File: config.mk
export PLATFORM = sky130hd
export DESIGN_NAME = adc_seq_ctrl
export DESIGN_NICKNAME = d
export VERILOG_FILES = /design/src/rtl/adc_seq_pkg.sv /design/src/rtl/adc_trig_sel.sv /design/src/rtl/adc_sar_core.sv /design/src/rtl/adc_seq_ctrl.sv
export SDC_FILE = /design/constraint.sdc
export NUM_CORES = 1
export LEC_CHECK = 0
export BUFFER_PORTS_ARGS = -buffer_cell sky130_fd_sc_hd__buf_4
export CAP_MARGIN = 20
export CORE_MARGIN = 8
export CORE_UTILIZATION = 30
export DETAILED_ROUTE_END_ITERATION = 10
export GPL_TIMING_DRIVEN = 1
export PLACE_DENSITY = 0.57
export SLEW_MARGIN = 0
export SYNTH_ARGS = -nofsm -noshare
export SYNTH_HDL_FRONTEND = slang
export SYNTH_SLANG_ARGS = --single-unit
File: constraint.sdc
create_clock -name clk -period 1.5 [get_ports clk]
set_input_delay 0.3 -clock clk [delete_from_list [all_inputs] [get_ports clk]]
set_output_delay 0.3 -clock clk [all_outputs]
set_load 0.01 [all_outputs]
File: src/rtl/adc_seq_pkg.sv
package adc_seq_pkg;
    localparam int RES_W   = 10;
    localparam int NUM_TMR = 4;
    localparam int SYNC_N  = 2;

    typedef enum logic [2:0] {
        SRC_SW   = 3'b000,
        SRC_TMR0 = 3'b001,
        SRC_TMR2 = 3'b010,
        SRC_TMR1 = 3'b011,
        SRC_PIN  = 3'b100,
        SRC_TMR3 = 3'b101
    } start_src_e;
endpackage

File: src/rtl/adc_trig_sel.sv
module adc_trig_sel #(
    parameter int NUM_TMR = 4,
    parameter int SYNC_N  = 2
) (
    input  logic               clk,
    input  logic               rst_n,
    input  logic [2:0]         mode,
    input  logic               sw_start,
    input  logic [NUM_TMR-1:0] tmr_ovf,
    input  logic               ext_pin,
    output logic               start_req
);
    import adc_seq_pkg::*;

    typedef struct packed {
        logic [SYNC_N-1:0] sync;
        logic              prev;
    } trig_st_t;

    trig_st_t st_d, st_q;
    logic     pin_rise;

    always_comb begin
        st_d      = st_q;
        st_d.sync = {st_q.sync[SYNC_N-2:0], ext_pin};
        st_d.prev = st_q.sync[SYNC_N-1];
        pin_rise  = st_q.sync[SYNC_N-1] & ~st_q.prev;
        case (mode)
            SRC_SW:   start_req = sw_start;
            SRC_TMR0: start_req = tmr_ovf[0];
            SRC_TMR1: start_req = tmr_ovf[1];
            SRC_TMR2: start_req = tmr_ovf[2];
            SRC_TMR3: start_req = tmr_ovf[3];
            SRC_PIN:  start_req = pin_rise;
            default:  start_req = 1'b0;
        endcase
    end

    always_ff @(posedge clk or negedge rst_n) begin
        if (!rst_n) st_q <= '0;
        else        st_q <= st_d;
    end
endmodule

File: src/rtl/adc_sar_core.sv
module adc_sar_core #(
    parameter int W = 10
) (
    input  logic         clk,
    input  logic         rst_n,
    input  logic         enable,
    input  logic         start,
    input  logic         cmp_in,
    output logic         busy,
    output logic [W-1:0] dac_code,
    output logic         fin,
    output logic [W-1:0] value
);
    localparam int IW = $clog2(W);

    typedef struct packed {
        logic          busy;
        logic [IW-1:0] idx;
        logic [W-1:0]  acc;
    } sar_st_t;

    sar_st_t st_d, st_q;

    always_comb begin
        st_d     = st_q;
        fin      = 1'b0;
        dac_code = st_q.busy ? (st_q.acc | (W'(1) << st_q.idx)) : '0;
        if (!enable) begin
            st_d.busy = 1'b0;
        end else if (st_q.busy) begin
            if (cmp_in) st_d.acc[st_q.idx] = 1'b1;
            if (st_q.idx == '0) begin
                st_d.busy = 1'b0;
                fin       = 1'b1;
            end else begin
                st_d.idx = st_q.idx - 1'b1;
            end
        end else if (start) begin
            st_d.busy = 1'b1;
            st_d.idx  = IW'(W - 1);
            st_d.acc  = '0;
        end
        value = st_d.acc;
        busy  = st_q.busy;
    end

    always_ff @(posedge clk or negedge rst_n) begin
        if (!rst_n) st_q <= '0;
        else        st_q <= st_d;
    end
endmodule

File: src/rtl/adc_seq_ctrl.sv
module adc_seq_ctrl
    import adc_seq_pkg::*;
(
    input  logic               clk,
    input  logic               rst_n,
    input  logic               conv_en,
    input  logic [2:0]         start_mode,
    input  logic               sw_start,
    input  logic [NUM_TMR-1:0] tmr_ovf,
    input  logic               ext_start,
    input  logic               irq_en,
    input  logic               done_clr,
    input  logic               cmp_in,
    output logic               busy,
    output logic               done,
    output logic               irq,
    output logic [RES_W-1:0]   result,
    output logic [RES_W-1:0]   dac_code
);
    typedef struct packed {
        logic [RES_W-1:0] result;
        logic             done;
        logic             irq;
    } flag_st_t;

    flag_st_t         st_d, st_q;
    logic             start_req;
    logic             fin;
    logic [RES_W-1:0] value;

    adc_trig_sel #(.NUM_TMR(NUM_TMR), .SYNC_N(SYNC_N)) u_trig (
        .clk       (clk),
        .rst_n     (rst_n),
        .mode      (start_mode),
        .sw_start  (sw_start),
        .tmr_ovf   (tmr_ovf),
        .ext_pin   (ext_start),
        .start_req (start_req)
    );

    adc_sar_core #(.W(RES_W)) u_sar (
        .clk      (clk),
        .rst_n    (rst_n),
        .enable   (conv_en),
        .start    (start_req),
        .cmp_in   (cmp_in),
        .busy     (busy),
        .dac_code (dac_code),
        .fin      (fin),
        .value    (value)
    );

    always_comb begin
        st_d = st_q;
        if (fin) begin
            st_d.result = value;
            st_d.done   = 1'b1;
            st_d.irq    = st_q.irq | irq_en;
        end else if (done_clr) begin
            st_d.done = 1'b0;
            st_d.irq  = 1'b0;
        end
    end

    always_ff @(posedge clk or negedge rst_n) begin
        if (!rst_n) st_q <= '0;
        else        st_q <= st_d;
    end

    assign done   = st_q.done;
    assign irq    = st_q.irq;
    assign result = st_q.result;
endmodule

==> flow_summary.toml <==
[global_routing]
grt_max_degree = 31
grt_first_pass_wirelength_um = 6310
grtUsageTotal = 0.108
grt.overflow.total = 0
antenna_found_initial = 0
first_global_vias = 1395

[sta]
fin_crit_sh = 1.12
hold_viol = 0
drv_slew = 0
fmax_ghz = 0.597
fin_crit_ps = 1680
rsz0062_at_grt = "yes"
worst-slew-pin-transition_ps = 391
fin_hold_ws_ps = 127
finalSetupViolCount = 22
max-slew-margin-rel = 0.739
clock_skew_ps = 4.69
setup_slack_ps = -176

[clock_tree]
cts_root_buffer = "clkbuf_8"
cts.sinks = 30
clkTransAtPathRegs_ps = 60
cts_buffers = 5
h-tree-depth = 2
clockBufferDepth = 2
clkLatencyLatePin_ps = 270
cts_tree = "yes"

[logic_synthesis]
ys_ff_latch = 30
yosysWarnings = 0
syn_area_per_cell_sq_um = 9.54
synth_cell_types = 31
syn_nets = 169
synth_seq_area_share = 0.532
syn_inst = 148
syn_area_sq_um = 1410

[critical_path]
worst_setup_path_start_kind = "flip-flop"
crit_path_end_kind = "output pin"
worstSetupPathType = "reg -> out"
arrival_ps = 1380
worstPathMaxFanout = 5
worstPathRequired_ps = 1200

[pwr]
pwr-share-clk = 0.245
power_frac_comb = 0.379
seqPwrFrac = 0.376
leakage_uw = 0.000993
ir_worst_vdd_uv = 744
p_per_area_nw_per_um2 = 1280
p_int_uw = 1810
swShare = 0.332
switchingPower_uw = 901

[finish]
multi_input_area_sq_um = 714
num_antenna_cells = 0
fill_cells = 455
design_area_sq_um = 2120
regArea_sq_um = 752
nets = 226
area_growth_pct = 50.5
drive_gt1_frac = 0.432
stdcell_count = 260

[detailed_routing]
drt_iter0_drc = 50
via_count = 1273
totalWireLength_um = 3670
route.antenna.remaining_nets = 0
viasPerCell = 4.90
wire_per_inst_um = 14.1
drt_pre_antenna_iters = 6
drc = 0

[floorplanning]
rows = 25
fp.dieH_um = 84.6
start_util = 0.305
ios = 38
die-area_sq_um = 7160
design.core.area_sq_um = 4630
die_w_um = 84.6

[placed_design]
numPortBuffers = 37
globalplace.congestion = 0.817
placed_cell_area_sq_um = 1870
post-place-cells = 249
hpwl_um = 2660

[min_path]
hold_class = "in -> reg"

[outcome]
status = "finished with violations"
failed_checks = "setup timing"

[job]
cap_violations = 0
## power by group through the flow
stage | logic (uW) | clock network [uW] | registers, uW
after floorplan | 392 | 0 | 1010
after global placement | 802 | 0 | 1010
after detailed placement | 802 | 0 | 1010
after CTS | 988 | 679 | 1010
after global routing | 1110 | 725 | 1030
final | 1030 | 664 | 1020
## cell type report
type | instances | area share
Inverter | 8 | 0.0141
Clock buffer | 6 | 0.0389
Sequential cell | 30 | 0.354
Timing Repair Buffer | 59 | 0.219
Clock inverter | 2 | 0.00589
Tap cell | 54 | 0.0318
Multi-Input combinational cell | 101 | 0.336
## per-layer routing
metal,up-vias,wire [um],GRT usage
li1,627,-,-
met5,-,0,0
met3,2,207,0.0371
met4,0,19,0.0340
met2,40,1870,0.188
met1,604,1570,0.119
## worst max-delay path: stages (launching register included)
cell	delay, ps
dfrtp_1	490
buf_4	170
inv_1	80
a21oi_1	160
nor2_1	60
buf_4	140
## flip-flops by register name, indices dropped and copies added (netlist names)
register	flops
u_sar.st_q	14
irq	1
done	1
u_sar.busy	1
u_trig.st_q	1
result	10
u_trig.st_d	2
## stage by stage
step	TNS (ps)	util	setup slack [ps]	total power, uW
6_report	-1990	0.459	-176	2710
5_1_grt	-4570	0.459	-243	2870
4_1_cts	-2260	0.452	-178	2680
3_5_place_dp	-166	0.404	-47.8	1820
3_3_place_gp	-47.8	0.404	-25.5	1810
2_1_floorplan	0	-	41.9	1400
## final timing paths
kind / start / to / slack [ps] / cells past startpoint
worst max-delay path: u_sar.st_q[13] / dac_code[0] / -180 / 5
worst min-delay path: ext_start / u_trig.st_d[2] / 130 / 1
worst max register to register: u_sar.st_q[12] / result[1] / -80 / 7
worst min register to register: u_trig.st_d[2] / u_trig.st_d[0] / 360 / 0
max in group asynchronous: rst_n / u_sar.st_q[12] / 710 / 2
min in group asynchronous: rst_n / u_trig.st_q[0] / 490 / 2
## cells in the final DEF (no fill, tap or decap), types with 2 or more instances in the layout
cell,n
clkbuf_8,6
a21oi_4,2
mux2_2,2
ha_4,5
a21oi_2,5
nand2_1,11
inv_1,6
a21oi_1,10
o22ai_1,3
o21ai_0,10
nor3_1,2
buf_4,55
a31oi_1,10
buf_6,2
inv_2,2
mux2i_1,2
dfrtp_1,29
nor2_1,21
## synthesized netlist by cell type
cell | instances | share of area
dfrtp_1 | 30 | 0.53
nor2b_1 | 1 | 0.0044
buf_2 | 2 | 0.0071
o311a_1 | 1 | 0.0071
inv_1 | 8 | 0.021
mux2_2 | 2 | 0.016
a21boi_0 | 1 | 0.0053
a41oi_1 | 1 | 0.0062
nand4_1 | 1 | 0.0044
nand2b_1 | 1 | 0.0044
nor3b_1 | 1 | 0.0053
nand2_1 | 11 | 0.029
or3b_1 | 1 | 0.0062
o41a_1 | 1 | 0.0080
nor2_1 | 23 | 0.061
a21oi_1 | 17 | 0.060
mux2i_1 | 2 | 0.014
o22ai_1 | 3 | 0.013
a31oi_1 | 10 | 0.044
and2_0 | 1 | 0.0044
o21ai_0 | 10 | 0.035
a211o_1 | 1 | 0.0062
buf_4 | 1 | 0.0053
clkbuf_1 | 5 | 0.013
clkbuf_2 | 1 | 0.0035
nand3_1 | 1 | 0.0035
and3_1 | 1 | 0.0044
ha_1 | 6 | 0.053
nor4_1 | 1 | 0.0044
nor3b_2 | 1 | 0.0089
nor3_1 | 2 | 0.0071
## repair_timing
action | CTS | global route
endpoints found under the hold margin | 30 | 0
gates resized for setup | 24 | 9
setup buffers | 3 | 0
hold buffers | 1 | 0
setup endpoints to repair | 10 | 36
pin swaps | 7 | 4
## logic make-up after synthesis
family,synth area share
adder cells (fa/ha/maj),0.0532
multiplexers,0.0301
AO/OA/AOI/OAI,0.186
AND/OR/NAND/NOR,0.148
buffers and inverters,0.0505
flip-flops,0.532
Power figures use the tool's default switching activity.
